<file path="src/rtl/cg_alu_pkg.sv">
package cg_alu_pkg;

  localparam int OP_W = 3;

  localparam logic [OP_W-1:0] OP_ADD   = 3'd0;
  localparam logic [OP_W-1:0] OP_SUB   = 3'd1;
  localparam logic [OP_W-1:0] OP_ADDP1 = 3'd2;
  localparam logic [OP_W-1:0] OP_SUBM1 = 3'd3;
  localparam logic [OP_W-1:0] OP_XOR   = 3'd4;
  localparam logic [OP_W-1:0] OP_XNOR  = 3'd5;

  // Internal steering of the adder array.
  typedef struct packed {
    logic seed;    // carry into bit zero
    logic cen;     // carry enable, ANDed into every stage
    logic inv;     // invert second operand
  } alu_ctrl_t;

endpackage

</file>
<file path="src/rtl/cg_alu_decode.sv">
module cg_alu_decode
  import cg_alu_pkg::*;
(
  input  logic [OP_W-1:0] op_i,
  output alu_ctrl_t       ctrl_o
);

  always_comb begin
    case (op_i)
      OP_ADD:   ctrl_o = '{seed: 1'b0, cen: 1'b1, inv: 1'b0};
      OP_SUB:   ctrl_o = '{seed: 1'b1, cen: 1'b1, inv: 1'b1};
      OP_ADDP1: ctrl_o = '{seed: 1'b1, cen: 1'b1, inv: 1'b0};
      OP_SUBM1: ctrl_o = '{seed: 1'b0, cen: 1'b1, inv: 1'b1};
      OP_XNOR:  ctrl_o = '{seed: 1'b0, cen: 1'b0, inv: 1'b1};
      default:  ctrl_o = '{seed: 1'b0, cen: 1'b0, inv: 1'b0};
    endcase
  end

  // The seed is meaningless without carry enable; only canonical patterns leave.
  always_comb begin
    AST_DEC_CANONICAL: assert (ctrl_o.cen || !ctrl_o.seed) else $error("seed without carry enable");
  end

endmodule

</file>
<file path="src/rtl/cg_alu_bsel_inv.sv">
module cg_alu_bsel_inv #(
  parameter int N = 8
) (
  input  logic [N-1:0] b0_i,
  input  logic [N-1:0] b1_i,
  input  logic         sel_i,
  input  logic         inv_i,
  output logic [N-1:0] bop_o
);

  localparam int CAND = 4;

  logic [1:0] pick;
  assign pick = {sel_i, inv_i};

  for (genvar i = 0; i < N; i++) begin : g_bit
    logic [CAND-1:0] cand;
    assign cand  = {~b1_i[i], b1_i[i], ~b0_i[i], b0_i[i]};
    assign bop_o[i] = cand[pick];
  end

  always_comb begin
    AST_BSEL_SRC: assert (bop_o == ((sel_i ? b1_i : b0_i) ^ {N{inv_i}})) else $error("operand select mismatch");
  end

endmodule

</file>
<file path="src/rtl/cg_alu_chain.sv">
module cg_alu_chain #(
  parameter int N = 8
) (
  input  logic [N-1:0] a_i,
  input  logic [N-1:0] b_i,
  input  logic         cen_i,
  input  logic         seed_i,
  output logic [N-1:0] sum_o,
  output logic         cout_o
);

  logic [N:0] carry;
  assign carry[0] = seed_i;

  for (genvar i = 0; i < N; i++) begin : g_stage
    logic cin_g;
    assign cin_g      = cen_i & carry[i];
    assign sum_o[i]   = a_i[i] ^ b_i[i] ^ cin_g;
    assign carry[i+1] = (a_i[i] & b_i[i]) | (cin_g & (a_i[i] ^ b_i[i]));
  end

  assign cout_o = cen_i & carry[N];

  always_comb begin
    AST_CHAIN_NOCARRY: assert (cen_i || (sum_o == (a_i ^ b_i))) else $error("carry leaked with enable low");
  end

endmodule

</file>
<file path="src/rtl/cg_ripple_alu.sv">
module cg_ripple_alu
  import cg_alu_pkg::*;
#(
  parameter int N = 8
) (
  input  logic [N-1:0]    a_i,
  input  logic [N-1:0]    b0_i,
  input  logic [N-1:0]    b1_i,
  input  logic            bsel_i,
  input  logic [OP_W-1:0] op_i,
  output logic [N-1:0]    res_o,
  output logic            cout_o
);

  localparam int SUM_W = N + 1;

  alu_ctrl_t   ctrl;
  logic [N-1:0] bop;

  cg_alu_decode u_dec (
    .op_i   (op_i),
    .ctrl_o (ctrl)
  );

  cg_alu_bsel_inv #(.N(N)) u_bsel (
    .b0_i  (b0_i),
    .b1_i  (b1_i),
    .sel_i (bsel_i),
    .inv_i (ctrl.inv),
    .bop_o (bop)
  );

  cg_alu_chain #(.N(N)) u_chain (
    .a_i    (a_i),
    .b_i    (bop),
    .cen_i  (ctrl.cen),
    .seed_i (ctrl.seed),
    .sum_o  (res_o),
    .cout_o (cout_o)
  );

  logic [N-1:0]     bsrc;
  logic [SUM_W-1:0] add_ref;
  assign bsrc    = bsel_i ? b1_i : b0_i;
  assign add_ref = {1'b0, a_i} + {1'b0, bsrc};

  always_comb begin
    AST_ADD_FULL: assert (op_i != OP_ADD || {cout_o, res_o} == add_ref) else $error("add mismatch");
    AST_SUB_NOBORROW: assert (op_i != OP_SUB || cout_o == (a_i >= bsrc)) else $error("borrow sense");
    AST_XNOR_RES: assert (op_i != OP_XNOR || (res_o == ~(a_i ^ bsrc) && !cout_o)) else $error("xnor mismatch");
    AST_XOR_NOCOUT: assert (op_i != OP_XOR || !cout_o) else $error("xor carry out");
  end

endmodule

</file>
<file path="config.mk">
export PLATFORM = sky130hd
export DESIGN_NAME = cg_ripple_alu
export DESIGN_NICKNAME = d
export VERILOG_FILES = /design/src/rtl/cg_alu_pkg.sv /design/src/rtl/cg_alu_decode.sv /design/src/rtl/cg_alu_bsel_inv.sv /design/src/rtl/cg_alu_chain.sv /design/src/rtl/cg_ripple_alu.sv
export SDC_FILE = /design/constraint.sdc
export NUM_CORES = 1
export LEC_CHECK = 0
export ABC_CLOCK_PERIOD_IN_PS = 4670
export BUFFER_PORTS_ARGS = -buffer_cell sky130_fd_sc_hd__buf_2
export CAP_MARGIN = 10
export CORE_AREA = 4 4 41 43
export DETAILED_ROUTE_END_ITERATION = 7
export DIE_AREA = 0 0 45 47
export PLACE_DENSITY_LB_ADDON = 0.3
export SLEW_MARGIN = 20
export SYNTH_ARGS = -nofsm -noshare
export SYNTH_HDL_FRONTEND = slang
export SYNTH_HIERARCHICAL = 1
export SYNTH_SLANG_ARGS = --single-unit
export TNS_END_PERCENT = 20
</file>
<file path="constraint.sdc">
create_clock -name vclk -period 4.67
set_clock_uncertainty 0.2 [all_clocks]
set_input_delay 0.2335 -clock vclk [all_inputs]
set_output_delay 0.2335 -clock vclk [all_outputs]
set_load 0.02 [all_outputs]
</file>
Word-level counts from Yosys, hierarchy flattened

Index checks and enable logic that the tools add are counted.
Widths: inputs -> output; s select.

Register bits after elaboration: 0
Latch bits: 0
Bits in writable memories: 0
Bits in read-only memories: 0
Input port bits: 28
Output and inout bits: 9
Logic and storage cells: 88
Memories: 0

Add/sub/neg operators: 0
Multipliers: 0
Div/mod/pow operators: 0
$lt $le $gt $ge: 1
Equality and inequality tests: 4
Shift operators: 0
Mux-type cells: 17
Bitwise logic cells: 65
Reductions and logical operators: 1

Operators with widths:

| operator           | number |
|---|---|
| $and 1x1->1        | 25 |
| $bmux 1 s2         | 8 |
| $not 1->1          | 16 |
| $xor 1x1->1        | 16 |
| $pmux 3 s5         | 1 |
| $mux 1             | 8 |
| $or 1x1->1         | 8 |
| $eq 3x2->1 const B | 2 |
| $eq 3x1->1 const B | 1 |
| $eq 3x3->1 const B | 1 |
| $logic_not 3->1    | 1 |
| $lt 2x3->1 const B | 1 |

Depth between registers and ports, before layout

Depth after elaboration: 29
Depth in mapped cells: 20
Gate-level depth less buffers: 19

Hierarchy

Netlist, hierarchy kept.

Modules (own cells, without submodules):

| module          | times used | cells an instance | area each (sq um) | sequential area each (sq um) |
|---|---|---|---|---|
| cg_alu_chain    | 1          | 23                | 242.7             | 0.0 |
| cg_alu_bsel_inv | 1          | 18                | 166.4             | 0.0 |
| cg_alu_decode   | 1          | 4                 | 23.8              | 0.0 |

Least setup slack after synthesis

No wires, ideal clock.

Path type: input -> output
From: input op_i[0]
To: output res_o[7]
Data arrival time: 4.512 ns
Data required time: 4.237 ns
Path slack: -0.275 ns
Stages on the path: 19
Buffers on the path: 1
Cell sequence: a21boi_0 > clkbuf_2 > xnor2_1 > inv_1 > fa_1 > nand2b_1 > fa_1 > and2b_2 > fa_1 > and2_2 > fa_1 > and2_2 > fa_1 > and2_1 > fa_1 > and2_1 > fa_1 > and2_1 > fa_1

Word-level cells in the longest chain between the ends: 27
Elaborated cells between the ends (all ways): 60
Classes of those cells: eq/ne: 4; mux: 17; bitwise: 38; reduce/logical: 1

Ends and longest elaborated chain:

| item                                     | RTL line              | source |
|---|---|---|
| from (decl)                              | cg_ripple_alu.sv:10   | `input logic [OP_W-1:0] op_i,` |
| $eq 3x3->1, or another cell as far along | cg_alu_decode.sv:9    | `case (op_i)` |
| $pmux 3 s5 (*)                           | cg_alu_decode.sv:9    |  |
| $bmux 1 s2 (*)                           | cg_alu_bsel_inv.sv:19 | `assign bop_o[i] = cand[pick];` |
| $mux 1 (not written as such) (*)         | cg_alu_bsel_inv.sv:19 |  |
| named net bop[0]                         | cg_ripple_alu.sv:18   | `logic [N-1:0] bop;` |
| $xor 1x1->1                              | cg_alu_chain.sv:19    | `assign carry[i+1] = (a_i[i] & b_i[i]) \| (cin_g & (a_i[i] ^ b_i[i]));` |
| $and 1x1->1                              | cg_alu_chain.sv:19    |  |
| $or 1x1->1 (*)                           | cg_alu_chain.sv:19    |  |
| [... 12 more ...]                        | --                    |  |
| $and 1x1->1 (*)                          | cg_alu_chain.sv:17    | `assign cin_g = cen_i & carry[i];` |
| $and 1x1->1 (*)                          | cg_alu_chain.sv:19    |  |
| $or 1x1->1 (*)                           | cg_alu_chain.sv:19    |  |
| $and 1x1->1 (*)                          | cg_alu_chain.sv:17    |  |
| $and 1x1->1 (*)                          | cg_alu_chain.sv:19    |  |
| $or 1x1->1 (*)                           | cg_alu_chain.sv:19    |  |
| $and 1x1->1 (*)                          | cg_alu_chain.sv:17    |  |
| $xor 1x1->1 (*)                          | cg_alu_chain.sv:18    | `assign sum_o[i] = a_i[i] ^ b_i[i] ^ cin_g;` |
| to (decl)                                | cg_ripple_alu.sv:11   | `output logic [N-1:0] res_o,` |

The timed path passes the listed nets; every way through them passes the cells marked *. The select of a mux whose other input is x is not followed.

==> metrics.txt <==
Chip Width=45 µm; worst setup path category=primary input to primary output; Initial DRC Count=0; setup bufs post-CTS=0; sequential group share of total power=0; Final setup viols=2; CP startpoint kind=primary input; crit path from=op_i[0]; sw power=0.0000642 W; final worst setup slack=-82.1 ps; CP Data Required Time=4240 ps; final slew viol count=0; hold path start=a_i[5]; antenna viol nets, final=0; share of layout cells above drive strength 1=0.679; crit path max-delay cell type=fa_2; post-DR vias/cell=4.39; Synth area leaders=fa_1 (37%), mux2i_1 (18%), xnor2_1 (18%); TritonRoute pass-1 iters=1; Diodes inserted=0; Critical Path, Cell by Cell=buf_4 -> a21boi_4 -> xnor2_1 -> inv_1 -> fa_2 -> nand2b_4 -> fa_1 -> and2b_2 -> fa_2 -> and2_4 -> fa_2 -> and2_4 -> fa_2 -> and2_4 -> fa_1 -> and2_4 -> fa_2 -> and2_4 -> fa_2 -> buf_6; Power Internal=0.0000575 W; sequential cell area=0 µm²; slew at the pin closest to its max-slew limit=192 ps; Crit. End Element=primary output; RSZ-0062 raised after global routing=true; Core ar.=1300 µm²; initial antenna violation count=0; slew margin rel.=0.868; crit-path max FO=2; vias in the first global route=441; hold_buf cts=0; failing checks=negative setup slack; Synthesis Warnings=6; Max Used Layer=met3; final wirelength=1110 µm; Mapped Cells=45; Crit path max-delay family=adder cells; most frequent cells in the layout=buf_2 (33), mux2i_1 (8), xnor2_1 (8); count of final hold-check violations=0; Worst Hold Class=primary input to primary output; Placement Setup Slack=-280 ps; clock buf count=0; register area share after synthesis=0; # DRC=0; Final HPWL DP=1020 µm; via count=435; Max Cap Violations=0; WL met2=594 µm; IO Count=37; top cell type's share of synthesized area=0.370; Synth Net Count=81; met3 WL post-DR=139 µm; period utilization=1.02; RD Place Congestion=0.698; first-pass GRT wire length=1790 µm; area grow syn2layout=67.1%; pin count of the biggest net entering global routing=9; Avg Cell Area, Syn=9.62 µm²; Seq cells=0; met1 wire length=377 µm; sw frac=0.527; min cycle time layout=4750 ps; synth unique cells=13; Critical Path AT=4320 ps; commonest non-fill, non-tap cell in the layout=buf_2; Peak VDD IR=0.0000748 V; PortBufs=37; Leak=0.388 nW; Comb power frac=1.000; GRT Residual Overflow=0; status=finished with violations; cell area power density=168 nW/µm²; clock share of power=0; DIE HEIGHT=47 µm; Post-layout nets=122; starting density of the core=0.333; GRT Util Overall=0.110; cell taking the most area after synthesis=fa_1; die area=2120 µm²; CP max stage delay=530 ps; post-layout util=0.556; CP bufs+invs=3; Max Clk Rate=210 MHz; WL per Instance=11.2 µm; most frequent CP cell=fa_2; # rows=13; synthesized area=433 µm²
## cell usage after synthesis (all sizes together)
master,number
xnor2,9
fa,8
mux2i,8
inv,7
and2,6
a21boi,1
and2b,1
buf,1
clkbuf,1
nand2,1
nand2b,1
nor2,1
## cell families after synthesis
| logic type | after synthesis | share of synthesized area |
|---|---|---|
| buffers and inverters | 9 | 0.0983 |
| and+or+nand+nor | 10 | 0.147 |
| xor gates and xnor gates | 9 | 0.182 |
| adders and majority gates | 8 | 0.370 |
| AOI/OAI and AO/OA | 1 | 0.0173 |
| muxes | 8 | 0.185 |
## power groups by stage
| stage | clock network (W) | logic (W) | registers (W) |
|---|---|---|---|
| final | 0 | 0.000122 | 0 |
| after global placement | 0 | 0.000112 | 0 |
| after detailed placement | 0 | 0.000115 | 0 |
| after global routing | 0 | 0.000134 | 0 |
| after CTS | 0 | 0.000123 | 0 |
| after floorplan | 0 | 0.0000862 | 0 |
## cell type report
class | count | area, µm²
fillers | 125 | 578
multi-input cells | 36 | 442
repair buffers | 41 | 236
inverters | 7 | 26.3
well taps | 15 | 18.8
## tightest hold or removal path: stages
cell and delay, ps:
buf_2 100, fa_1 160, buf_2 160
## metal layers
layer,vias to the layer above,global-route usage
li1,214,-
met1,197,0.137
met2,24,0.215
met3,0,0.0115
met4,0,0
met5,-,0
## what timing repair did
action,CTS,global route
gates cloned,0,0
setup endpoints to repair,2,2
pin swaps,3,0
resized for setup,7,4
## through the flow
stage	total power (W)	std cells	setup TNS, ps	instance area, µm²	hold WS, ps
4_1_cts	0.000123	99	-201	707	686
5_1_grt	0.000134	99	-403	723	705
3_5_place_dp	0.000115	99	-522	679	686
3_3_place_gp	0.000112	99	-415	679	678
6_report	0.000122	99	-129	723	674
2_1_floorplan	0.0000862	45	-58.6	479	513
## path summary, 6_finish.rpt
path,endpoint,slack [ps],depth (start not counted)
max,res_o[7],-80,20
min,res_o[5],670,3
Power figures use the tool's default switching activity.
